**config.mk**
```make
export PLATFORM = sky130hd
export DESIGN_NAME = cct_fsm
export DESIGN_NICKNAME = d
export VERILOG_FILES = /design/src/rtl/cct_pkg.sv /design/src/rtl/cct_fsm.sv
export SDC_FILE = /design/constraint.sdc
export NUM_CORES = 1
export LEC_CHECK = 0
export BUFFER_PORTS_ARGS = -buffer_cell sky130_fd_sc_hd__buf_4
export CAP_MARGIN = 20
export CORE_AREA = 2 2 39 41
export DETAILED_ROUTE_END_ITERATION = 10
export DIE_AREA = 0 0 41 43
export GPL_TIMING_DRIVEN = 0
export PLACE_DENSITY = 0.41
export SLEW_MARGIN = 40
export SYNTH_ARGS = -nofsm -noshare
export SYNTH_HDL_FRONTEND = slang
export SYNTH_SLANG_ARGS = --single-unit
export TNS_END_PERCENT = 20
```
**constraint.sdc**
```tcl
create_clock -name clk -period 1.5 [get_ports clk]
set_input_delay 0.225 -clock clk [delete_from_list [all_inputs] [get_ports clk]]
set_output_delay 0.225 -clock clk [all_outputs]
set_load 0.05 [all_outputs]
```
**src/rtl/cct_pkg.sv**
```systemverilog
package cct_pkg;

    typedef enum logic [2:0] {
        ST_IDLE,
        ST_WRITE,
        ST_READ,
        ST_CHECK,
        ST_FINISH
    } cct_state_e;

    // Cycles spent on one write/readback/compare step.
    localparam int STEP_CYCLES = 3;

endpackage

```
**src/rtl/cct_fsm.sv**
```systemverilog
module cct_fsm
    import cct_pkg::*;
(
    input  logic clk,
    input  logic rst_n,
    input  logic start,
    input  logic abort_on_err,
    input  logic range_empty,
    input  logic wrapped,
    input  logic last_cell,
    input  logic mismatch,
    output logic load,
    output logic check_en,
    output logic step,
    output logic advance,
    output logic ram_we,
    output logic ram_re,
    output logic busy,
    output logic done
);

    cct_state_e state_q;
    cct_state_e state_d;
    logic       halt;

    assign halt = mismatch && abort_on_err;

    // State register
    always_ff @(posedge clk or negedge rst_n) begin
        if (!rst_n) state_q <= ST_IDLE;
        else        state_q <= state_d;
    end

    // Transitions
    always_comb begin
        state_d = state_q;
        unique case (state_q)
            ST_IDLE: begin
                if (start) state_d = range_empty ? ST_FINISH : ST_WRITE;
            end
            ST_WRITE:  state_d = ST_READ;
            ST_READ:   state_d = ST_CHECK;
            ST_CHECK: begin
                if (halt)                       state_d = ST_FINISH;
                else if (wrapped && last_cell)  state_d = ST_FINISH;
                else                            state_d = ST_WRITE;
            end
            ST_FINISH: state_d = ST_IDLE;
            default:   state_d = ST_IDLE;
        endcase
    end

    // Outputs
    always_comb begin
        load     = 1'b0;
        check_en = 1'b0;
        step     = 1'b0;
        advance  = 1'b0;
        ram_we   = 1'b0;
        ram_re   = 1'b0;
        busy     = 1'b1;
        done     = 1'b0;
        unique case (state_q)
            ST_IDLE: begin
                busy = 1'b0;
                load = start;
            end
            ST_WRITE: ram_we = 1'b1;
            ST_READ:  ram_re = 1'b1;
            ST_CHECK: begin
                check_en = 1'b1;
                step     = !halt && !wrapped;
                advance  = !halt && wrapped && !last_cell;
            end
            ST_FINISH: done = 1'b1;
            default:   busy = 1'b0;
        endcase
    end

endmodule

```
Yosys cells after proc, flatten, opt, wreduce, memory -nomap -nowiden
Index checks and enable logic that the tools add are counted.
- equal/unequal tests: 5
- multiplexer cells: 13
- reduce and logical (&&, ||, !) cells: 10
- operators by type and width (operator ; count):
    3-bit two-way mux ; 4
    3-bit case mux with 4 select lines ; 1
    1-bit two-way mux ; 8
    3-bit by 2-bit == test with 1-bit output, second input constant ; 2
    1-bit logical AND ; 5
    4-bit OR reduction ; 1
    3-bit by 1-bit == test with 1-bit output, second input constant ; 1
    3-bit == test, second input constant ; 1
    1-bit zero test ; 3
    3-bit zero test ; 1
    2-bit != test, second input constant ; 1
- flip-flop bits (word level): 3
- input bits: 8
- output and inout bits: 8
- word-level logic and storage cells: 29

Longest topological paths before layout
Gate-level depths: netlist (run 1).
- depth after elaboration: 5
- depth in mapped cells: 3
- depth with buffers taken out: 2

Worst setup path before layout (run 1)
OpenSTA, ideal clock, no wires.
- path type: register to register
- from: register state_q[2]
- to: register state_q[2]
- setup time: 0.078 ns
- arrival: 2.413 ns
- required time: 1.422 ns
- setup slack: -0.991 ns
- stages on the path, launching flop included: 4
- path buffers: 1
- cells stage by stage: dfrtp_1 -> buf_6 -> nor4b_1 -> o2bb2ai_1
- longest elaborated chain between the ends: 2
- elaborated cells on any way between the ends: 6
- RTL lines (what ; RTL line ; source):
    start: declaration ; cct_fsm.sv:22 ; cct_state_e state_q;
    start signal: assignment ; cct_fsm.sv:31 ; else state_q <= state_d;
    3-bit by 2-bit == test with 1-bit output, or another cell as far along ; cct_fsm.sv:37 ; unique case (state_q)
    3-bit case mux with 4 select lines or 2-bit != test (tied branches) ; -- ;
Several ways; a longest one is shown, not always the timed one.
A chain may end at the register's enable or synchronous reset.

Worst setup path after layout (run 1)
- from: register state_q[2]
- to: output advance
- longest elaborated chain between the ends: 2
- RTL lines (what ; RTL line ; source):
    3-bit by 2-bit == test with 1-bit output ; cct_fsm.sv:63 ; unique case (state_q)
    1-bit two-way mux ; cct_fsm.sv:63 ;
    end: declaration ; cct_fsm.sv:15 ; output logic advance,
No other way between the ends.

==> results of run 1 <==
## layer usage
layer	global-route usage, %	up-vias	part of all wire (%)
met2	18.1	11	59
met4	12.0	0	0
met3	1.57	0	7.0
li1	-	133	-
met1	11.6	123	34
met5	0	-	0
## cells by family after synthesis
logic type | Yosys count | share of synthesized area [%]
compound gates | 6 | 25.3
simple gates | 9 | 26.3
xor+xnor | 2 | 7.37
flops | 3 | 31.6
buf+inv | 4 | 9.47
## worst paths after layout
kind	start	end	slack (ns)	cells past startpoint
worst max-delay path	state_q[2]$_DFFE_PN0P_	advance	-0.16	4
worst min-delay path	range_empty	state_q[2]$_DFFE_PN0P_	0.22	2
worst max register to register	state_q[2]$_DFFE_PN0P_	state_q[0]$_DFFE_PN0P_	0.29	3
worst min register to register	state_q[0]$_DFFE_PN0P_	state_q[1]$_DFFE_PN0P_	0.63	2
max in group asynchronous	rst_n	state_q[0]$_DFFE_PN0P_	1.08	2
min in group asynchronous	rst_n	state_q[2]$_DFFE_PN0P_	0.32	2
## cell usage after synthesis
master,instances,area share [%]
and2_1,1,2.6
a2111oi_2,1,6.3
a211oi_1,1,3.2
a22oi_1,1,3.2
nor3b_1,1,3.2
xnor2_1,2,7.4
a22o_1,1,3.7
o211ai_2,1,5.3
inv_1,3,4.7
nand3b_1,1,3.2
or3b_2,1,3.7
buf_6,1,4.7
nand2b_1,1,2.6
nor4b_1,1,3.7
nor2_1,2,3.2
o2bb2ai_1,1,3.7
or4b_1,1,4.2
dfrtp_1,3,32
## what timing repair did
action | 4_1_cts | 5_1_grt
endpoints found under the setup margin | 5 | 8
gates resized for setup | 11 | 1
setup buffers | 2 | 0
hold endpoints to repair | 3 | 0
hold buffers | 1 | 0
pin swaps | 3 | 1
## cell type report
class / instances / area [sq um] / share of cell area [%]
clock buffer: 4 / 26.3 / 5.45
buffer: 1 / 11.3 / 2.34
timing repair buffer: 18 / 164 / 34.0
tap: 16 / 20.0 / 4.16
sequential: 3 / 77.6 / 16.1
inverter: 3 / 11.3 / 2.34
multi-input combinational: 17 / 171 / 35.6
## power breakdown
group,total (uW),internal [uW],switching [uW]
clock network,139,99.5,39.3
registers,195,126,69.3
logic,844,346,498
## per-stage QoR
stage / power [uW] / instances / util (%) / setup WS [ns] / TNS, ns
3_5_place_dp: 931 / 55 / 28.8 / -0.121 / -0.134
4_1_cts: 1190 / 62 / 34.5 / -0.181 / -0.550
3_3_place_gp: 917 / 55 / 28.8 / -0.0879 / -0.0879
6_report: 1180 / 62 / 34.8 / -0.158 / -0.425
2_1_floorplan: 720 / 24 / - / -0.255 / -1.01
5_1_grt: 1260 / 62 / 34.8 / -0.260 / -0.967
## worst register-to-register path, stage by stage, from the launching register on
cell	delay [ns]
dfrtp_1	0.37
buf_6	0.13
or4b_1	0.54
o211ai_2	0.10
==> flow_metrics.tcl, run 1 <==
set metrics [dict create \
    status "finished with violations" \
    violations "negative setup slack" \
    cts-root-buf "clkbuf_4" \
    largest_registers "state_q (3)" \
    path_cells "buf_6 > nand3b_1 > a2111oi_4 > buf_6" \
    syn_inst 24 \
    fp-row-count 14 \
    numPortBuffers 15 \
    clk_pin_slew_ns 0.04 \
    worstPathMaxFanout 6 \
    worstSetupPathType "flop to output pin" \
    dieArea_sq_mm 0.00176 \
    ios 16 \
    netlist_area_sq_um 238 \
    hold_viol 0 \
    finClkSkew_ns 0.00103 \
    largest_reg_flops 3 \
    slew_violations 0 \
    post-route-period-util_pct 111 \
    cp.required_ns 1.27 \
    hold_path.class "input pin to flop" \
    cp_common_cell "buf_6" \
    critPathSlowestCell "dfrtp_1" \
    antenna_found_initial 0 \
    cellPowerDensity_mw_per_mm2 2440 \
    cts_tree "done" \
    rsz0062_at_grt "true" \
    drive_gt1_share_pct 67.4 \
    yosysWarnings 0 \
    holdWs_ns 0.219 \
    hpwl_um 564 \
    initial_core_util_pct 17.2 \
    placed_area_sq_um 399 \
    grt_max_degree 8 \
    avgSynthCellArea_sq_um 9.91 \
    layout_commonest_cell "buf_4" \
    place_congestion 0.668 \
    clock-sinks 3 \
    fin_area_sq_um 482 \
    synth_cell_types 18 \
    area_growth_pct 103 \
    crit_arrival_ns 1.43 \
    grt_use_total_pct 11.5 \
    start_kind "flop" \
    drc 0 \
    avgViaCountPerCell 4.31 \
    fillCellCount 148 \
    die_x_um 41 \
    synth-seq-cells 3 \
    coreArea_sq_mm 0.00138 \
    relSlewSlack_pct 82.8 \
    p_leak_uw 0.000215 \
    vias 267 \
    final_cell_mix "buf_4 (12), buf_6 (4), clkbuf_4 (3)" \
    period_minus_slack_ns 1.66 \
    critPathCaptureType "output pin" \
    grt_pass1_vias 307 \
    syn-num-nets 32 \
    nets 55 \
    max_freq_ghz 0.603 \
    setup_violations 5 \
    top_register "state_q" \
    crit_family "flip-flops" \
    cts_buffers 3 \
    grt_pass1_wl_um 1260 \
    slowest_delay_ns 0.37 \
    tightestPinTransition_ns 0.258 \
    postRouteAntennaNets 0 \
    synth_seq_area_share_pct 31.6 \
    path_buf_inv 2 \
    clk_path_buf_depth 2 \
    cap_violations 0 \
    die_h_um 43 \
    finalWirelength_um 726 \
    peakVddDrop_v 0.000730 \
    routedWlPerCell_um 11.7 \
    dr.pass1.iters 2 \
    clock_latency_ns 0.23 \
    drt_iter0_markers 1 \
    gr-total-overflow 0 \
    cts_max_level 1 \
    layout_setup_ws_ns -0.158 \
    diodes 0 \
]
Power figures use the tool's default switching activity.
==> inputs of run 2 (changes only) <==
==> constraint.sdc (replaced) <==
create_clock -name clk -period 2 [get_ports clk]
set_input_delay 0.3 -clock clk [delete_from_list [all_inputs] [get_ports clk]]
set_output_delay 0.3 -clock clk [all_outputs]
set_load 0.05 [all_outputs]
==> run 2 against run 1 <==
  * The run now ends clean
  * Global-route usage is 1.5 points lower
  * Core utilization is 5.0 points lower
  * Critical endpoint unchanged
  * Via count is 5.2% lower
  * Sequential cell count is the same
  * Critical path depth unchanged
  * Critical path type unchanged
  * Clock skew rose by 0.0028 ns
  * Count of clock-buffer cells in the layout stayed put
  * Sequential share of layout area up 2.1 points
  * Total power down 34%
  * Clock power decreased by 24%
  * First-iteration DRC count decreased by 100%
==> flow_metrics.tcl, run 2 (same netlist as run 1, synthesis figures left out) <==
set metrics [dict create \
    relSlewSlack_pct 82.3 \
    numPortBuffers 15 \
    initial_core_util_pct 17.2 \
    crit_family "buffers and inverters" \
    grt_pass1_wl_um 1140 \
    drc 0 \
    die_x_um 41 \
    ios 16 \
    layout_setup_ws_ns 0.124 \
    critPathCaptureType "output pin" \
    finClkSkew_ns 0.00383 \
    gr-total-overflow 0 \
    slowest_delay_ns 0.37 \
    holdWs_ns 0.319 \
    worstSetupPathType "flop to output pin" \
    period_minus_slack_ns 1.88 \
    post-route-period-util_pct 93.8 \
    grt_max_degree 10 \
    cellPowerDensity_mw_per_mm2 1880 \
    rsz0062_at_grt "false" \
    max_freq_ghz 0.533 \
    dpl_worst_slack_ns 0.357 \
    tightestPinTransition_ns 0.264 \
    clk_pin_slew_ns 0.03 \
    area_growth_pct 73.7 \
    top_register "state_q" \
    cp.required_ns 1.70 \
    cts_max_level 1 \
    postRouteAntennaNets 0 \
    hold_path.class "input pin to flop" \
    worstPathMaxFanout 9 \
    routedWlPerCell_um 11.2 \
    grt_use_total_pct 10.1 \
    gr-max-usage-layer "met2" \
    layout_commonest_cell "buf_4" \
    p_leak_uw 0.000200 \
    largest_registers "state_q (3)" \
    cts_buffers 3 \
    largest_reg_flops 3 \
    final_cell_mix "buf_4 (15), inv_1 (3), clkbuf_4 (3), dfrtp_1 (3)" \
    vias 253 \
    dr.pass1.iters 1 \
    slew_violations 0 \
    clock_latency_ns 0.23 \
    clk_path_buf_depth 2 \
    grt_util_met3_pct 3.14 \
    hold_viol 0 \
    antenna_found_initial 0 \
    coreArea_sq_mm 0.00138 \
    die_h_um 43 \
    start_kind "flop" \
    final_cells 60 \
    hpwl_um 522 \
    cts_tree "done" \
    finalWirelength_um 669 \
    fin_area_sq_um 413 \
    grt_use_met1_pct 10.7 \
    place_congestion 0.665 \
    utilization_pct 29.8 \
    dp.cells 55 \
    nets 53 \
    drt_iter0_markers 0 \
    cap_violations 0 \
    cts_resized 0 \
    clock-sinks 3 \
    critPathSlowestCell "a2111oi_2" \
    dieArea_sq_mm 0.00176 \
    fp-row-count 14 \
    status "complete, no violations" \
    crit_arrival_ns 1.58 \
    diodes 0 \
    setup_violations 0 \
    avgViaCountPerCell 4.22 \
    cts-root-buf "clkbuf_4" \
    placed_area_sq_um 377 \
    path_cells "buf_6 > nand3b_1 > a2111oi_2 > buf_4" \
    grt_pass1_vias 284 \
    peakVddDrop_v 0.000486 \
    path_buf_inv 2 \
    grtUsageMet2_pct 15.3 \
    drive_gt1_share_pct 52.3 \
]
[run 2: changes by cell type in the layout (fill, tap and decap cells not counted), sizes merged]
| cell | previous run | this run |
|---|---|---|
| buf | 18 | 16 |
[run 2: worst paths after layout]
path                                   startpoint                endpoint  slack (ns)  cells after the start
max                        state_q[2]$_DFFE_PN0P_                 advance        0.12                      4
min                                   range_empty  state_q[2]$_DFFE_PN0P_        0.32                      2
max reg2reg                state_q[2]$_DFFE_PN0P_  state_q[0]$_DFFE_PN0P_        0.80                      3
min reg2reg                state_q[2]$_DFFE_PN0P_  state_q[1]$_DFFE_PN0P_        0.54                      2
max in group asynchronous                   rst_n  state_q[2]$_DFFE_PN0P_        1.51                      2
min in group asynchronous                   rst_n  state_q[1]$_DFFE_PN0P_        0.39                      2
[run 2: cell type report]
type	instances	area (sq um)
fillers	156	971
multi-input cells	17	146
repair buffers	16	123
flip-flops and latches	3	75.1
clock buffers	4	26.3
well taps	16	20.0
plain buffers	1	11.3
inverters	3	11.3
[run 2: metrics by stage]
step,power [uW],setup TNS (ns)
3_3_place_gp,672,0
3_5_place_dp,677,0
6_report,775,0
2_1_floorplan,524,-0.345
4_1_cts,787,0
5_1_grt,824,0
[run 2: per-layer routing]
metal	vias to the layer above	share of wire, %
met5	-	0
met4	0	0
met3	0	7.2
met2	13	51
met1	112	41
li1	128	-
[run 2: power breakdown]
group | total [uW] | switching (uW) | internal (uW)
logic | 532 | 343 | 188
clock network | 105 | 30.4 | 74.7
registers | 139 | 48.7 | 89.9
[run 2: timing repair]
action	in CTS	in global routing
hold buffers	1	0
hold endpoints to repair	3	0
setup buffers	0	0
